$ cat src/rtl/rtc_pkg.sv
package rtc_pkg;

    localparam int ADDR_W = 12;
    localparam int DATA_W = 32;

    typedef enum logic [1:0] {
        AP_IDLE,
        AP_SETUP,
        AP_ACCESS
    } apb_phase_e;

    localparam logic [ADDR_W-1:0] OFF_TIME  = 12'h000;
    localparam logic [ADDR_W-1:0] OFF_MATCH = 12'h004;
    localparam logic [ADDR_W-1:0] OFF_LOAD  = 12'h008;
    localparam logic [ADDR_W-1:0] OFF_CTRL  = 12'h00C;
    localparam logic [ADDR_W-1:0] OFF_IMASK = 12'h010;
    localparam logic [ADDR_W-1:0] OFF_IRAW  = 12'h014;
    localparam logic [ADDR_W-1:0] OFF_IMSK  = 12'h018;
    localparam logic [ADDR_W-1:0] OFF_ICLR  = 12'h01C;

    // identification bytes, indexed by word within 0xFE0..0xFFC
    function automatic logic [7:0] ident_byte(input logic [2:0] idx);
        logic [7:0] b;
        unique case (idx)
            3'd0: b = 8'h31;
            3'd1: b = 8'h10;
            3'd2: b = 8'h04;
            3'd3: b = 8'h00;
            3'd4: b = 8'h0D;
            3'd5: b = 8'hF0;
            3'd6: b = 8'h05;
            3'd7: b = 8'hB1;
            default: b = 8'h00;
        endcase
        return b;
    endfunction

endpackage

$ cat src/rtl/rtc_apb_fsm.sv
module rtc_apb_fsm
    import rtc_pkg::*;
(
    input  logic clk,
    input  logic rst_n,
    input  logic psel,
    input  logic penable,
    input  logic pwrite,
    output logic wr_stb,
    output logic rd_stb,
    output logic pready
);

    apb_phase_e state_q, state_d;

    // state register
    always_ff @(posedge clk) begin
        if (!rst_n) state_q <= AP_IDLE;
        else        state_q <= state_d;
    end

    // next-state logic
    always_comb begin
        state_d = state_q;
        unique case (state_q)
            AP_IDLE: begin
                if (psel && !penable) state_d = AP_SETUP;
            end
            AP_SETUP: begin
                if (!psel)        state_d = AP_IDLE;
                else if (penable) state_d = AP_ACCESS;
            end
            AP_ACCESS: begin
                if (psel && !penable) state_d = AP_SETUP;
                else                  state_d = AP_IDLE;
            end
            default: state_d = AP_IDLE;
        endcase
    end

    // outputs: the access completes in the cycle after a setup phase
    always_comb begin
        wr_stb = 1'b0;
        rd_stb = 1'b0;
        pready = 1'b0;
        unique case (state_q)
            AP_SETUP: begin
                if (psel && penable) begin
                    pready = 1'b1;
                    wr_stb = pwrite;
                    rd_stb = !pwrite;
                end
            end
            AP_IDLE, AP_ACCESS: ;
            default: ;
        endcase
    end

    // completion only during a selected access phase
    p_ready_in_access_r10: assert property (@(posedge clk) disable iff (!rst_n)
        pready |-> (psel && penable));

    // one completion per transfer, no back-to-back ready
    p_ready_single_r10: assert property (@(posedge clk) disable iff (!rst_n)
        pready |=> !pready);

endmodule

$ cat src/rtl/rtc_prescaler.sv
module rtc_prescaler #(
    parameter int TICKS_PER_SEC = 32768
) (
    input  logic clk,
    input  logic rst_n,
    output logic tick
);

    localparam int CNT_W = (TICKS_PER_SEC > 2) ? $clog2(TICKS_PER_SEC) : 1;
    localparam logic [CNT_W-1:0] LAST = CNT_W'(TICKS_PER_SEC - 1);

    logic [CNT_W-1:0] cnt_q;

    assign tick = (cnt_q == LAST);

    always_ff @(posedge clk) begin
        if (!rst_n)    cnt_q <= '0;
        else if (tick) cnt_q <= '0;
        else           cnt_q <= cnt_q + 1'b1;
    end

    // the divider never passes its last count
    p_cnt_bound_r2: assert property (@(posedge clk) disable iff (!rst_n)
        cnt_q <= LAST);

    // a tick restarts the period
    p_tick_restart_r2: assert property (@(posedge clk) disable iff (!rst_n)
        tick |=> (cnt_q == '0));

endmodule

$ cat src/rtl/rtc_sec_counter.sv
module rtc_sec_counter #(
    parameter int WIDTH = 32
) (
    input  logic             clk,
    input  logic             rst_n,
    input  logic             tick,
    output logic [WIDTH-1:0] seconds
);

    always_ff @(posedge clk) begin
        if (!rst_n)    seconds <= '0;
        else if (tick) seconds <= seconds + 1'b1;
    end

    // holds between ticks
    p_hold_r2: assert property (@(posedge clk) disable iff (!rst_n)
        !tick |=> $stable(seconds));

    // one step per tick, wrapping at the top
    p_step_r2: assert property (@(posedge clk) disable iff (!rst_n)
        tick |=> (seconds == $past(seconds) + 1'b1));

endmodule

$ cat src/rtl/rtc_regfile.sv
module rtc_regfile
    import rtc_pkg::*;
(
    input  logic              clk,
    input  logic              rst_n,
    input  logic              wr_stb,
    input  logic              rd_stb,
    input  logic [ADDR_W-1:0] addr,
    input  logic [DATA_W-1:0] wdata,
    input  logic [DATA_W-1:0] seconds,
    output logic [DATA_W-1:0] rdata,
    output logic              match_pulse
);

    logic [DATA_W-1:0] delta_q;
    logic [DATA_W-1:0] match_q;
    logic [DATA_W-1:0] load_q;
    logic [DATA_W-1:0] time_now;
    logic [DATA_W-1:0] rd_mux;
    logic              load_wr;
    logic              is_ident;
    logic              eq_now;
    logic              eq_q;

    assign time_now = delta_q + seconds;
    assign load_wr  = wr_stb && (addr == OFF_LOAD);
    assign is_ident = (addr[ADDR_W-1:5] == '1) && (addr[1:0] == 2'b00);
    assign eq_now   = (time_now == match_q);

    // writable state
    always_ff @(posedge clk) begin
        if (!rst_n) begin
            delta_q <= '0;
            match_q <= '0;
            load_q  <= '0;
        end else if (wr_stb) begin
            unique case (addr)
                OFF_MATCH: match_q <= wdata;
                OFF_LOAD: begin
                    load_q  <= wdata;
                    delta_q <= wdata - seconds;
                end
                default: ;
            endcase
        end
    end

    // read decode
    always_comb begin
        rd_mux = '0;
        unique case (addr)
            OFF_TIME:  rd_mux = time_now;
            OFF_MATCH: rd_mux = match_q;
            OFF_LOAD:  rd_mux = load_q;
            OFF_CTRL:  rd_mux = DATA_W'(1);
            OFF_IMASK, OFF_IRAW, OFF_IMSK: rd_mux = '0;
            default: begin
                if (is_ident) rd_mux = DATA_W'(ident_byte(addr[4:2]));
            end
        endcase
    end

    assign rdata = rd_stb ? rd_mux : '0;

    // match edge detector; equality present at reset does not pulse
    always_ff @(posedge clk) begin
        if (!rst_n) begin
            eq_q        <= 1'b1;
            match_pulse <= 1'b0;
        end else begin
            eq_q        <= eq_now;
            match_pulse <= eq_now && !eq_q;
        end
    end

    // load shadow captures the written value
    p_load_shadow_r3: assert property (@(posedge clk) disable iff (!rst_n)
        load_wr |=> (load_q == $past(wdata)));

    // right after a load the time equals the value, or one more on a tick
    p_load_time_r3: assert property (@(posedge clk) disable iff (!rst_n)
        load_wr |=> ((time_now - $past(wdata)) <= DATA_W'(1)));

    // without a load the time only holds or steps by one
    p_time_step_r11: assert property (@(posedge clk) disable iff (!rst_n)
        !load_wr |=> (time_now == $past(time_now) || time_now == $past(time_now) + 1'b1));

    // the pulse lasts a single cycle
    p_pulse_single_r9: assert property (@(posedge clk) disable iff (!rst_n)
        match_pulse |=> !match_pulse);

    // match changes only through a write to its offset
    p_match_stable_r4: assert property (@(posedge clk) disable iff (!rst_n)
        !(wr_stb && addr == OFF_MATCH) |=> $stable(match_q));

endmodule

$ cat src/rtl/apb_seconds_rtc.sv
module apb_seconds_rtc
    import rtc_pkg::*;
#(
    parameter int TICKS_PER_SEC = 32768
) (
    input  logic              clk,
    input  logic              rst_n,
    input  logic              psel,
    input  logic              penable,
    input  logic              pwrite,
    input  logic [ADDR_W-1:0] paddr,
    input  logic [DATA_W-1:0] pwdata,
    output logic [DATA_W-1:0] prdata,
    output logic              pready,
    output logic              match_pulse
);

    logic              wr_stb;
    logic              rd_stb;
    logic              tick;
    logic [DATA_W-1:0] seconds;

    rtc_apb_fsm u_fsm (
        .clk     (clk),
        .rst_n   (rst_n),
        .psel    (psel),
        .penable (penable),
        .pwrite  (pwrite),
        .wr_stb  (wr_stb),
        .rd_stb  (rd_stb),
        .pready  (pready)
    );

    rtc_prescaler #(.TICKS_PER_SEC(TICKS_PER_SEC)) u_presc (
        .clk   (clk),
        .rst_n (rst_n),
        .tick  (tick)
    );

    rtc_sec_counter #(.WIDTH(DATA_W)) u_secs (
        .clk     (clk),
        .rst_n   (rst_n),
        .tick    (tick),
        .seconds (seconds)
    );

    rtc_regfile u_regs (
        .clk         (clk),
        .rst_n       (rst_n),
        .wr_stb      (wr_stb),
        .rd_stb      (rd_stb),
        .addr        (paddr),
        .wdata       (pwdata),
        .seconds     (seconds),
        .rdata       (prdata),
        .match_pulse (match_pulse)
    );

    // a write strobe only ever comes from a completing transfer
    p_write_needs_ready_r10: assert property (@(posedge clk) disable iff (!rst_n)
        wr_stb |-> (pready && pwrite));

endmodule

$ cat config.mk
export PLATFORM = sky130hd
export DESIGN_NAME = apb_seconds_rtc
export DESIGN_NICKNAME = d
export VERILOG_FILES = /design/src/rtl/rtc_pkg.sv /design/src/rtl/rtc_apb_fsm.sv /design/src/rtl/rtc_prescaler.sv /design/src/rtl/rtc_sec_counter.sv /design/src/rtl/rtc_regfile.sv /design/src/rtl/apb_seconds_rtc.sv
export SDC_FILE = /design/constraint.sdc
export NUM_CORES = 1
export LEC_CHECK = 0
export BUFFER_PORTS_ARGS = -buffer_cell sky130_fd_sc_hd__buf_4
export CAP_MARGIN = 0
export CORE_ASPECT_RATIO = 1.75
export CORE_MARGIN = 3
export CORE_UTILIZATION = 50
export DETAILED_ROUTE_END_ITERATION = 6
export PLACE_DENSITY_LB_ADDON = 0.15
export SLEW_MARGIN = 30
export SYNTH_ARGS = -nofsm -noshare
export SYNTH_HDL_FRONTEND = slang
export SYNTH_SLANG_ARGS = --single-unit
export TNS_END_PERCENT = 50
$ cat constraint.sdc
create_clock -name clk -period 3.1 [get_ports clk]
set_input_delay 0.31 -clock clk [delete_from_list [all_inputs] [get_ports clk]]
set_output_delay 0.31 -clock clk [all_outputs]
set_load 0.02 [all_outputs]
== After elaboration in Yosys (flattened, before gate mapping) ==
Memories as Yosys holds them, arrays and structs flattened.
Cells that the tools add are included.
Word-level totals
  register bits: 147
  ROM bits: 56
  input bits: 49
  output and inout port bits: 34
  logic and storage cells: 56
  memories: 1
Cells by class
  add/subtract/negate cells: 4
  equality and inequality tests: 13
  multiplexer cells: 14
  bitwise logic cells: 1
  reductions and logical operators: 15
Memories
  (no name shown): words 8, bits a word 7, rd ports 1, clocked after Yosys merged registers in 0, wr ports 0, line rtc_pkg.sv:24  | unique case (idx)
Operator list (number)
  $pmux W32 S5: 1
  $eq A12 B5 Y1 const B: 3
  $add A32 B1 Y32 const B: 1
  $add A32 B32 Y32: 1
  $eq A32 B32 Y1: 1
  $mux W32: 1
  $sub A32 B32 Y32: 1
  $eq A12 B4 Y1 const B: 2
  $add A15 B1 Y15 const B: 1
  $eq A15 B15 Y1 const B: 1
  $eq A12 B3 Y1 const B: 1
  $logic_not A12 Y1: 1
  $mux W8: 1
  $eq A7 B7 Y1 const B: 1
  $mux W1: 7
  $mux W2: 3
  $pmux W2 S3: 1
  $reduce_and A2 Y1: 3
  $logic_and A1 B1 Y1: 4
  $logic_not A2 Y1: 2
  $logic_not A1 Y1: 3
  $ne A3 B3 Y1 const B: 1
  $reduce_or A3 Y1: 1
  $eq A2 B1 Y1 const B: 1
  4 further kinds: 4

== Longest topological paths before layout ==
Gate-level depths: netlist (run 1).
  depth after elaboration: 5
  gate-level depth with buffers: 13
  depth with buffers taken out: 13

== Cells and area by module ==
From an unflattened synthesis (run 1), not the netlist that was laid out.
Unflattened totals
  cell total of the unflattened synthesis: 1488
  area, all modules: 11172.0 µm²
Modules (own cells, without submodules)
  rtc_regfile: times used 1, cells each 1235, area an instance 8822.2 µm², sequential area each 1961.9 µm²
  rtc_sec_counter: times used 1, cells each 176, area an instance 1562.7 µm², sequential area each 640.6 µm²
  rtc_prescaler: times used 1, cells each 69, area an instance 700.7 µm², sequential area each 300.3 µm²
  rtc_apb_fsm: times used 1, cells each 8, area an instance 86.3 µm², sequential area each 40.0 µm²

== Worst setup path after synthesis (run 1) ==
Ideal clock, no wire load.
  kind: register to output
  from: register u_secs.seconds[1]
  to: output port prdata[29]
  arrival time: 2.916 ns
  data required time: 2.790 ns
  setup slack: -0.126 ns
  stages on the path, launching flop included: 12
  buffers on the path: 0
  path through: dfxtp_1 ha_1 a211oi_1 o21bai_1 a32oi_1 nand3_1 a311oi_1 nor3b_1 o21ai_0 xnor2_1 nand2_1 a31oi_1
Between the ends
  cells in the longest elaborated chain, start to end: 3
RTL lines
  start: declaration: line rtc_sec_counter.sv:7  | output logic [WIDTH-1:0] seconds
  start signal: assignment: line rtc_sec_counter.sv:12  | else if (tick) seconds <= seconds + 1'b1;
  $add A32 B32 Y32: line rtc_regfile.sv:25  | assign time_now = delta_q + seconds;
  $pmux W32 S5: line rtc_regfile.sv:51  | unique case (addr)
  $mux W32: line rtc_regfile.sv:63  | assign rdata = rd_stb ? rd_mux : '0;
  end: declaration: line apb_seconds_rtc.sv:13  | output logic [DATA_W-1:0] prdata,
Every way passes these cells.

== Final worst setup path (run 1) ==
  from: register u_secs.seconds[8]
  to: output port prdata[29]
The elaborated chain is that of the path after synthesis.

==> metrics.md, run 1 <==
| Metric | Value |
|---|---|
| CP max stage cell | dfxtp_4 |
| CP arrival | 3.29 ns |
| Clock power frac | 46.5% |
| Area contributors post-synth | dfxtp_1 (28%), nand2_1 (8.7%), ha_1 (7.5%), a21oi_1 (6.9%), xnor2_1 (5.9%) |
| Clock-pin transition on the worst setup and hold timing paths | 0.06 ns |
| Failing checks | negative setup slack |
| Power per standard cell area | 306 nW/um^2 |
| Dominant synthesized flop cell | dfxtp_1 |
| Die span in y | 199 um |
| Share of cells above drive strength 1 | 27.2% |
| Final global-route overflow total | 0 |
| Status | complete, but fails checks |
| CTS tree | built |
| Synth Area in Compound Gates | 21.9% |
| Final Cell Area | 14200 um^2 |
| CP Launch Type | register |
| Post-synth EDFFs | 0 |
| DIE WIDTH | 116 um |
| Cts hold-fix bufs | 0 |
| Routed len/inst | 20.2 um |
| Tcrit/Tclk final | 116% |
| Crit-path cells | ha_4, buf_4, and4_2, and2_1, a32oi_2, nand3_2, a311oi_2, buf_4, nor3b_4, o21ai_2, xnor2_1, buf_4, nand2_2, a31oi_2, buf_4 |
| Synth area leader | dfxtp_1 |
| Worst reg-to-reg setup slack | -0.33 ns |
| Worst hold path depth | 2 |
| Pins Over Slew Limit | 0 |
| Post-Synth Simple-Gate Area | 25.7% |
| TritonCTS Buffers | 17 |
| Worst slew pin tran | 0.922 ns |
| Leakage | 5.65 nW |
| Io pins | 83 |
| Mux cell area share after synthesis | 0.966% |
| Dpl hpwl | 28900 um |
| Iteration-0 DRC Markers | 956 |
| GRT Resource Usage Total | 33.6% |
| Distinct cells, synth | 80 |
| FF-to-FF Start | u_secs.seconds[8]$_SDFFE_PN0P_ |
| Worst vdd ir | 349 uV |
| Clock skew | 0.00833 ns |
| Clk sinks | 147 |
| RSZ-0062 raised after global routing | yes |
| # DRC | 0 |
| Routed Antenna Nets | 0 |
| Path depth of the worst reg2reg path | 13 |
| Port Buffer Count | 82 |
| Sequential fraction of the synthesis area | 27.7% |
| First-pass GRT wire length | 59500 um |
| H-tree depth | 4 |
| Syn Nets | 1546 |
| Most used cell, CP | buf_4 |
| Rows | 70 |
| Most frequent cell after synthesis | nand2_1 |
| Post-Synthesis Cell Area | 10600 um^2 |
| Filler cell count | 1815 |
| Layout area overhead | 33.3% |
| Clock root cell | clkbuf_16 |
| P_int | 3.21 mW |
| Clk Latency, worst-skew pair | 0.44 ns |
| Worst slew margin | 38.6% |
| Min-delay src | penable |
| FFs w/ async S/R, synth | 0% |
| CORE AREA | 20900 um^2 |
| Hold Path Class | in -> reg |
| R2r endpoint | u_regs.eq_q$_SDFF_PN1_ |
| Crit path kind | reg -> out |
| Fmax | 0.278 GHz |
| Largest net degree at the start of global routing | 92 |
| Ant diodes | 0 |
| Nature of the critical path endpoint | primary output |
| Yosys warns | 0 |
| Via density | 6.02 |
| Post-place instance area | 12800 um^2 |
| Post-synthesis average cell area | 7.43 um^2 |
| Final hold violation count | 0 |
| Worst path top cell family by delay | compound AO/OA/AOI/OAI gates |
| Final WS setup | -0.503 ns |
| Worst Path Required | 2.79 ns |
| Worst Hold Endpoint | u_fsm.state_q[0]$_SDFFE_PN0P_ |
| Total Wirelength | 39000 um |
| Min cycle time layout | 3.60 ns |
| Final setup violation count | 26 |
| CP max stage delay | 0.36 ns |
| Longest Clk Path Bufs | 2 |
| Post-Synth XOR/XNOR Area | 10.9% |
| Largest family of logic cells by synthesized area | simple AND/OR/NAND/NOR gates |
| Die area | 23100 um^2 |
| TritonRoute pass-1 iters | 5 |
| Sw Ratio | 25.9% |
| Comb pwr share | 9.9% |
| Setup TNS | -7.48 ns |
| Final GP Congestion | 0.981 |
| Vias in the first global route | 11650 |
| Synth Register Bits | 147 |
| Sequential power share | 43.7% |
| Vias | 11619 |
| Gate Count Post-Synth | 1431 |
| Adder-cell area share of the yosys netlist | 7.91% |
| Critical path peak fanout | 5 |
| MaxCap Viol Count | 0 |
| Initial core utilization | 50.8% |
| Synth top area share | 27.7% |
| Sw power | 1.12 mW |
| Buf/Inv on CP | 4 |
| Initial antenna violation count | 0 |
| Most frequent cells after synthesis | nand2_1 (247), dfxtp_1 (147), a21oi_1 (146) |
| Layout Nets | 1781 |
-- power groups by stage --
stage	Sequential (mW)	Combinational [mW]	Clock, mW
floorplan	1.94	0.220	0
global placement	1.94	0.399	0
detailed placement	1.94	0.401	0
CTS	1.89	0.411	2.03
global route	1.89	0.463	2.11
finish	1.89	0.427	2.01
-- worst register-to-register path: cells and delay by family (launching register included) --
kind	cells	cell delay, ns
buf+inv	3	0.42
fa+ha+maj	1	0.24
compound gates	5	1.35
flops	1	0.36
simple gates	4	0.97
-- layout make-up --
type                            instances  area, um^2  share of cell area, %
Sequential cell                       147        2970                   21.0
Multi-Input combinational cell       1152        7820                   55.2
Inverter                               54         208                   1.47
Clock inverter                         10        98.8                  0.698
Clock buffer                           22         464                   3.28
Timing Repair Buffer                  294        2280                   16.1
Tap cell                              252         315                   2.23
-- layout by cell type, fill, tap and decap left out, types with 15 or more instances in the layout --
master	Yosys	routed
inv_1	53	51
nand2_1	247	246
nor3_1	29	26
xnor2_1	71	66
a21o_1	23	22
nand3_1	49	47
clkbuf_16	0	17
a22oi_1	25	17
nand4_1	21	21
nor2_1	132	127
xor2_1	39	34
o21ai_0	58	39
or3_1	18	18
dfxtp_1	147	135
buf_4	1	278
a21oi_1	146	132
o21ai_1	0	15
ha_1	64	56
-- worst max-delay path by stage --
stage                                               from                               to  slack [ns]  cells after the start
final                     u_secs.seconds[8]$_SDFFE_PN0P_                       prdata[29]       -0.50                     15
after global routing      u_regs.delta_q[7]$_SDFFE_PN0P_                       prdata[29]       -0.62                     14
after CTS                 u_regs.delta_q[7]$_SDFFE_PN0P_                       prdata[29]       -0.54                     14
after detailed placement                       pwdata[0]  u_regs.delta_q[30]$_SDFFE_PN0P_       -0.56                     14
after global placement                         pwdata[0]  u_regs.delta_q[30]$_SDFFE_PN0P_       -0.46                     14
after floorplan           u_secs.seconds[7]$_SDFFE_PN0P_    u_regs.match_pulse$_SDFF_PN0_     -0.0006                     12
-- timing repair --
item | 4_1_cts | 5_1_grt
endpoints found under the hold margin | 0 | 0
gates resized for setup | 108 | 54
buffers inserted | 17 | 7
pin swaps | 52 | 57
setup endpoints to repair | 41 | 40
-- kinds of logic (layout without fill, tap and decap cells) --
logic type      after synthesis  after routing
compound gates              369            369
xor+xnor                    118            118
fa+ha+maj                    66             66
buf+inv                     132            380
flops                       147            147
mux                          10             10
simple gates                589            589
-- sequential cells by signal, summed over array words and instances, names as in the netlist --
| register | count |
|---|---|
| u_regs.load_q | 32 |
| u_regs.eq_q | 1 |
| u_presc.cnt_q | 15 |
| u_regs.delta_q | 32 |
| u_regs.match_q | 32 |
| u_fsm.state_q | 2 |
| u_secs.seconds | 32 |
| u_regs.match_pulse | 1 |
-- per-layer routing --
layer	part of all wire [%]	wire (um)	vias to the layer above	GRT usage (%)
met3	3.7	1430	190	4.51
met1	34	13300	5521	32.6
met2	52	20100	407	60.0
li1	-	-	5501	-
met5	0	0	-	0
met4	11	4110	0	30.6
-- stage by stage --
stage	hold slack (ns)	utilization (%)	setup WS, ns	total power, mW	std cells
after floorplan	0.387	-	-0.000624	2.16	1431
after global placement	0.415	61.0	-0.458	2.34	1878
after detailed placement	0.419	61.0	-0.559	2.34	1878
after CTS	0.0233	66.3	-0.538	4.34	1926
after global routing	0.0476	67.7	-0.616	4.46	1931
final	0.0349	67.7	-0.503	4.33	1931
(Power assumes the default switching activity.)
==> run 2, diff against run 1 <==
--- a/config.mk
+++ b/config.mk
@@ -5,11 +5,13 @@
 export SDC_FILE = /design/constraint.sdc
 export NUM_CORES = 1
 export LEC_CHECK = 0
+export ABC_AREA = 1
 export BUFFER_PORTS_ARGS = -buffer_cell sky130_fd_sc_hd__buf_4
 export CAP_MARGIN = 0
 export CORE_ASPECT_RATIO = 1.75
 export CORE_MARGIN = 3
 export CORE_UTILIZATION = 50
+export CTS_BUF_LIST = sky130_fd_sc_hd__clkbuf_4
 export DETAILED_ROUTE_END_ITERATION = 6
 export PLACE_DENSITY_LB_ADDON = 0.15
 export SLEW_MARGIN = 30
==> metrics.md, run 2 <==
| Metric | Value |
|---|---|
| Clk sinks | 147 |
| Dominant synthesized flop cell | dfxtp_1 |
| Layout Nets | 2142 |
| DIE WIDTH | 122 um |
| Final global-route overflow total | 0 |
| Initial core utilization | 51.3% |
| Vias in the first global route | 12591 |
| Layout area overhead | 24.8% |
| Routed Antenna Nets | 0 |
| Tot Pwr | 3.45 mW |
| Area contributors post-synth | dfxtp_1 (25%), nand2_1 (14%), inv_1 (8.5%), nor2_1 (7.2%), ha_1 (6.8%) |
| Largest family of logic cells by synthesized area | simple AND/OR/NAND/NOR gates |
| FFs w/ async S/R, synth | 0% |
| Post-Synthesis Cell Area | 11800 um^2 |
| Yosys warns | 0 |
| Gate Count Post-Synth | 1849 |
| Initial antenna violation count | 1 |
| Largest net degree at the start of global routing | 84 |
| Total Wirelength | 41800 um |
| Die span in y | 209 um |
| Commonest non-fill, non-tap cell in the layout | nand2_1 |
| Synth area leader | dfxtp_1 |
| RSZ-0062 raised after global routing | yes |
| Die area | 25500 um^2 |
| Min cycle time layout | 3.17 ns |
| Most frequent cells after synthesis | nand2_1 (434), inv_1 (266), nor2_1 (227) |
| Port Buffer Count | 82 |
| Synth top area share | 25.0% |
| Post-Synth XOR/XNOR Area | 3.02% |
| Clk Latency, worst-skew pair | 0.65 ns |
| Fmax | 0.316 GHz |
| Worst slew margin | 39.2% |
| Tcrit/Tclk final | 102% |
| Distinct cells, synth | 64 |
| Worst reg-to-reg setup slack | 0.02 ns |
| Longest Clk Path Bufs | 2 |
| MaxCap Viol Count | 0 |
| Nature of the critical path endpoint | primary output |
| DP Worst Slack | 0.224 ns |
| Syn Nets | 1964 |
| Pins Over Slew Limit | 0 |
| Post-synthesis average cell area | 6.37 um^2 |
| Dpl hpwl | 30800 um |
| Crit path kind | reg -> out |
| Setup TNS | -0.249 ns |
| # DRC | 0 |
| Post-place instance area | 12700 um^2 |
| Rows | 73 |
| Filler cell count | 2127 |
| Clock skew | 0.0213 ns |
| Share of cells above drive strength 1 | 22.9% |
| Final Util | 64.1% |
| Synth Register Bits | 147 |
| Final setup violation count | 7 |
| Post-synth EDFFs | 0 |
| Iteration-0 DRC Markers | 1130 |
| Worst slew pin tran | 0.912 ns |
| CP arrival | 2.86 ns |
| Sequential fraction of the synthesis area | 25.0% |
| Clock root cell | clkbuf_4 |
| CORE AREA | 22900 um^2 |
| Final hold violation count | 0 |
| GRT Resource Usage Total | 32.0% |
| CP max stage delay | 0.40 ns |
| Routed len/inst | 17.8 um |
| TritonRoute pass-1 iters | 6 |
| Post-Layout Cell Count | 2339 |
| Most used cell, CP | nand2_4 |
| Power per standard cell area | 235 nW/um^2 |
| Synth Area in Compound Gates | 18.7% |
| Final GP Congestion | 0.989 |
| Worst vdd ir | 254 uV |
| Post-Synth Simple-Gate Area | 35.2% |
| Final Cell Area | 14700 um^2 |
| Status | complete, but fails checks |
| CP Launch Type | register |
| Crit-path cells | clkinvlp_4, fa_2, inv_2, nand2_4, nand2_4, nand3_4, nand2_4, nand2_4, nand2_4, nand3_4, nand2_2, nand2_1, nand2_2, nor2_1, o21a_1, buf_6 |
| Mux cell area share after synthesis | 0% |
| Clock-pin transition on the worst setup and hold timing paths | 0.13 ns |
| Cells after DPL | 2204 |
| Vias | 13138 |
| H-tree depth | 4 |
| Via density | 5.62 |
| First-pass GRT wire length | 63600 um |
| Most frequent cells in the layout | nand2_1 (397), inv_1 (259), nor2_1 (210) |
| Io pins | 83 |
| Most frequent cell after synthesis | nand2_1 |
| Fin Hold WS | 0.229 ns |
| Hold Path Class | in -> reg |
| Leakage | 6.38 nW |
| Adder-cell area share of the yosys netlist | 7.14% |
| CTS tree | built |
| Final WS setup | -0.0685 ns |
| CP max stage cell | fa_2 |
| Failing checks | negative setup slack |
| TritonCTS Buffers | 17 |
| Critical path peak fanout | 3 |
| Worst Path Required | 2.79 ns |
[run 2: cell types whose count changed in the layout (fill, tap and decap cells not counted), moves of 35 or more]
cell,change
a21oi_1,-36
buf_4,-116
dfxtp_1,-36
dlygate4sd3_1,+35
inv_1,+208
nand2_1,+151
nand3_1,+78
nor2_1,+83
o21ai_0,+52
xnor2_1,-55
[run 2: cell families (layout without fill, tap and decap cells)]
kind of cell / Yosys count / in the layout
fa+ha+maj: 66 / 66
compound gates: 353 / 353
flops: 147 / 147
other cells: 0 / 1
buf+inv: 318 / 507
xor+xnor: 39 / 39
simple gates: 926 / 926
[run 2: final timing paths]
| path | from | end | cells past startpoint |
|---|---|---|---|
| max reg2reg | u_regs.delta_q[25]$_SDFFE_PN0P_ | u_regs.eq_q$_SDFF_PN1_ | 23 |
| min | pwrite | u_regs.match_q[0]$_SDFFE_PN0P_ | 4 |
| max | u_secs.seconds[1]$_SDFFE_PN0P_ | prdata[30] | 16 |
| min reg2reg | u_presc.cnt_q[0]$_SDFF_PP0_ | u_presc.cnt_q[0]$_SDFF_PP0_ | 1 |
[run 2: power by group]
part | internal, mW | switching (mW) | leakage [nW] | total [mW]
registers | 1.88 | 0.00262 | 1.21 | 1.88
clock network | 0.383 | 0.764 | 0.123 | 1.15
logic | 0.166 | 0.255 | 5.04 | 0.421
[run 2: critical path: cells and delay by family (launching register included)]
kind,cells,cell delay (ns)
and+or+nand+nor,11,0.92
adders and majority gates,1,0.40
DFF,1,0.39
buffers and inverters,3,0.31
AOI/OAI and AO/OA,1,0.20
[run 2: repair_timing]
action                                  in CTS  in global routing
resized for setup                          118                124
buffers inserted                            46                 23
endpoints found under the hold margin       66                  0
pin swaps                                   18                 31
endpoints found under the setup margin      23                 25
hold buffers                                35                  0
[run 2: routing by layer]
| metal | track usage (%) | up-vias | share of wire (%) |
|---|---|---|---|
| li1 | - | 6452 | - |
| met1 | 36.4 | 6134 | 40 |
| met2 | 56.8 | 418 | 51 |
| met3 | 4.31 | 134 | 4.3 |
| met4 | 17.4 | 0 | 5.1 |
| met5 | 0 | - | 0 |
[run 2: area by class of cell]
| type | instances | area (um^2) | share of cell area [%] |
|---|---|---|---|
| Sequential cell | 147 | 3040 | 20.7 |
| Clock inverter | 12 | 93.8 | 0.639 |
| Multi-Input combinational cell | 1384 | 8350 | 56.9 |
| Timing Repair Buffer | 202 | 1650 | 11.2 |
| Clock buffer | 18 | 135 | 0.920 |
| Antenna cell | 1 | 2.50 | 0.0170 |
| Tap cell | 300 | 375 | 2.56 |
| Inverter | 275 | 1040 | 7.07 |
==> run 3, diff against run 2 <==
--- a/config.mk
+++ b/config.mk
@@ -17,5 +17,6 @@
 export SLEW_MARGIN = 30
 export SYNTH_ARGS = -nofsm -noshare
 export SYNTH_HDL_FRONTEND = slang
+export SYNTH_HIERARCHICAL = 1
 export SYNTH_SLANG_ARGS = --single-unit
 export TNS_END_PERCENT = 50
==> metrics.md, run 3 <==
| Metric | Value |
|---|---|
| Status | complete, but fails checks |
| Failing checks | negative setup slack |
| Leakage | 6.54 nW |
| Iteration-0 DRC Markers | 756 |
| Final global-route overflow total | 0 |
| Clock skew | 0.0276 ns |
| Die area | 25800 um^2 |
| MaxCap Viol Count | 0 |
| DP Worst Slack | 0.333 ns |
| Final Util | 62.2% |
| Nature of the critical path endpoint | primary output |
| Initial antenna violation count | 1 |
| Initial core utilization | 50.9% |
| Io pins | 83 |
| Post-synth EDFFs | 0 |
| Rows | 74 |
| Yosys warns | 6 |
| CORE AREA | 23400 um^2 |
| Clk sinks | 147 |
| CTS tree | built |
| Power per standard cell area | 243 nW/um^2 |
| Min cycle time layout | 3.13 ns |
| Most frequent cells after synthesis | nand2_1 (492), inv_1 (305), nor2_1 (248) |
| Synth Register Bits | 147 |
| Clk Latency, worst-skew pair | 0.64 ns |
| Port Buffer Count | 82 |
| Most frequent cell after synthesis | nand2_1 |
| GRT Resource Usage Total | 32.4% |
| Tcrit/Tclk final | 101% |
| Sequential fraction of the synthesis area | 24.7% |
| Routed len/inst | 17.4 um |
| First-pass GRT wire length | 64100 um |
| Post-synthesis average cell area | 6.07 um^2 |
| WP depth | 13 |
| Dpl hpwl | 32000 um |
| FFs w/ async S/R, synth | 0% |
| Path depth of the worst reg2reg path | 18 |
| Vias in the first global route | 12706 |
| Vias | 13261 |
| Layout Nets | 2226 |
| TritonCTS Buffers | 17 |
| Worst vdd ir | 300 uV |
| Die span in y | 210 um |
| Worst reg-to-reg setup slack | 0.39 ns |
| Final setup violation count | 1 |
| Via density | 5.46 |
| Final WS setup | -0.0346 ns |
| CP max stage cell | dfxtp_2 |
| Pins Over Slew Limit | 0 |
| Gate Count Post-Synth | 1965 |
| Hold Path Class | in -> reg |
| Critical path peak fanout | 4 |
| Dominant synthesized flop cell | dfxtp_1 |
| Worst slew margin | 40.0% |
| CP max stage delay | 0.38 ns |
| Largest net degree at the start of global routing | 94 |
| Area contributors post-synth | dfxtp_1 (25%), nand2_1 (15%), inv_1 (9.6%), nor2_1 (7.8%), nand3_1 (7.2%) |
| Clock root cell | clkbuf_4 |
| Most frequent cells in the layout | nand2_1 (456), inv_1 (303), nor2_1 (238) |
| Worst Path Required | 2.79 ns |
| Worst Hold Endpoint | u_secs/seconds[12]$_SDFFE_PN0P_ |
| Most used cell, CP | buf_4 |
| Crit-path cells | ha_4, inv_2, fa_2, inv_2, nand3_4, nand2_4, buf_4, buf_4, nand3_1, nand4_1, nand3_1, a31oi_1, buf_4 |
| # DRC | 0 |
| Share of cells above drive strength 1 | 18.6% |
| FF-to-FF Start | u_secs/seconds[0]$_SDFFE_PN0P_ |
| Crit path kind | reg -> out |
| Final Cell Area | 14600 um^2 |
| H-tree depth | 4 |
| Post-Synthesis Cell Area | 11900 um^2 |
| DIE WIDTH | 123 um |
| Synth area leader | dfxtp_1 |
| Layout area overhead | 22.2% |
| Total Wirelength | 42200 um |
| TritonRoute pass-1 iters | 5 |
| Post-place instance area | 12900 um^2 |
| Commonest non-fill, non-tap cell in the layout | nand2_1 |
| Buf/Inv on CP | 5 |
| Syn Nets | 2080 |
| Routed Antenna Nets | 0 |
| R2r endpoint | u_regs/delta_q[26]$_SDFFE_PN0P_ |
| Worst hold path depth | 3 |
| Clock-pin transition on the worst setup and hold timing paths | 0.13 ns |
| Longest Clk Path Bufs | 2 |
| CP Launch Type | register |
| Distinct cells, synth | 57 |
| CP arrival | 2.82 ns |
| Final GP Congestion | 0.974 |
| Final hold violation count | 0 |
| Min-delay src | rst_n |
| RSZ-0062 raised after global routing | yes |
| Worst slew pin tran | 0.899 ns |
| Synth top area share | 24.7% |
| Worst path top cell family by delay | simple AND/OR/NAND/NOR gates |
| Fin Hold WS | 0.148 ns |
| Fmax | 0.319 GHz |
==> run 3: cell types whose count changed after synthesis, moves of 10 or more <==
cell      change
a211oi_1     +20
inv_1        +39
nor2_1       +21
o21ai_0      -10
nor2_2       +16
nor3_1       -20
clkbuf_1     +12
a211oi_2     -26
a21oi_1      -19
o21bai_1     +12
o21ai_1      -10
xor2_1       -13
nand3_1      +33
nand2_1      +58
==> run 3: worst min-delay path, cell delays in order <==
cell and delay (ns):
buf_4 0.13, clkinv_1 0.23, nor2_1 0.08
==> run 3: cell families after synthesis <==
family / after synthesis / share of synthesized area, %
xor+xnor: 29 / 2.19
fa+ha+maj: 66 / 7.05
buf+inv: 368 / 11.8
simple gates: 1033 / 37.9
compound gates: 322 / 16.4
flops: 147 / 24.7
==> run 3: final cells by class <==
class	count	area, um^2
clock inverters	11	115
fillers	2325	8850
well taps	304	380
multi-input cells	1450	8290
flip-flops and latches	147	3020
inverters	325	1220
repair buffers	170	1400
diodes	1	2.50
clock buffers	19	143
==> run 3: where the power goes <==
part	total [mW]	leakage [nW]	internal (mW)	switching, mW
sequential	1.89	1.21	1.88	0.00419
combinational	0.435	5.19	0.172	0.263
clock	1.23	0.139	0.479	0.749
==> run 3: worst max path at each step <==
stage / from / to
floorplan: u_secs/seconds[0]$_SDFFE_PN0P_ / prdata[30]
global placement: paddr[1] / prdata[6]
detailed placement: paddr[1] / prdata[6]
CTS: u_regs/delta_q[0]$_SDFFE_PN0P_ / prdata[30]
global route: u_secs/seconds[0]$_SDFFE_PN0P_ / prdata[16]
finish: u_secs/seconds[0]$_SDFFE_PN0P_ / prdata[20]
==> run 3: per-layer routing <==
| layer | wire (um) | GRT usage, % | part of all wire, % | vias up |
|---|---|---|---|---|
| li1 | - | - | - | 6653 |
| met1 | 15100 | 31.6 | 36 | 6032 |
| met2 | 21500 | 58.1 | 51 | 424 |
| met3 | 1590 | 4.54 | 3.8 | 152 |
| met4 | 3980 | 28.2 | 9.4 | 0 |
| met5 | 0 | 0 | 0 | - |
==> run 3: timing repair <==
item / CTS / global route
hold endpoints to repair: 66 / 0
setup endpoints to repair: 23 / 20
pin swaps: 22 / 28
hold buffers: 35 / 0
setup buffers: 13 / 14
resized for setup: 118 / 84
==> run 3: stage by stage <==
stage	total power [mW]	setup TNS (ns)	instances
final	3.55	-0.0346	2427
after detailed placement	2.33	0	2333
after global placement	2.32	0	2333
after CTS	3.59	-0.120	2411
after global routing	3.70	-1.58	2427
after floorplan	2.16	0	1965
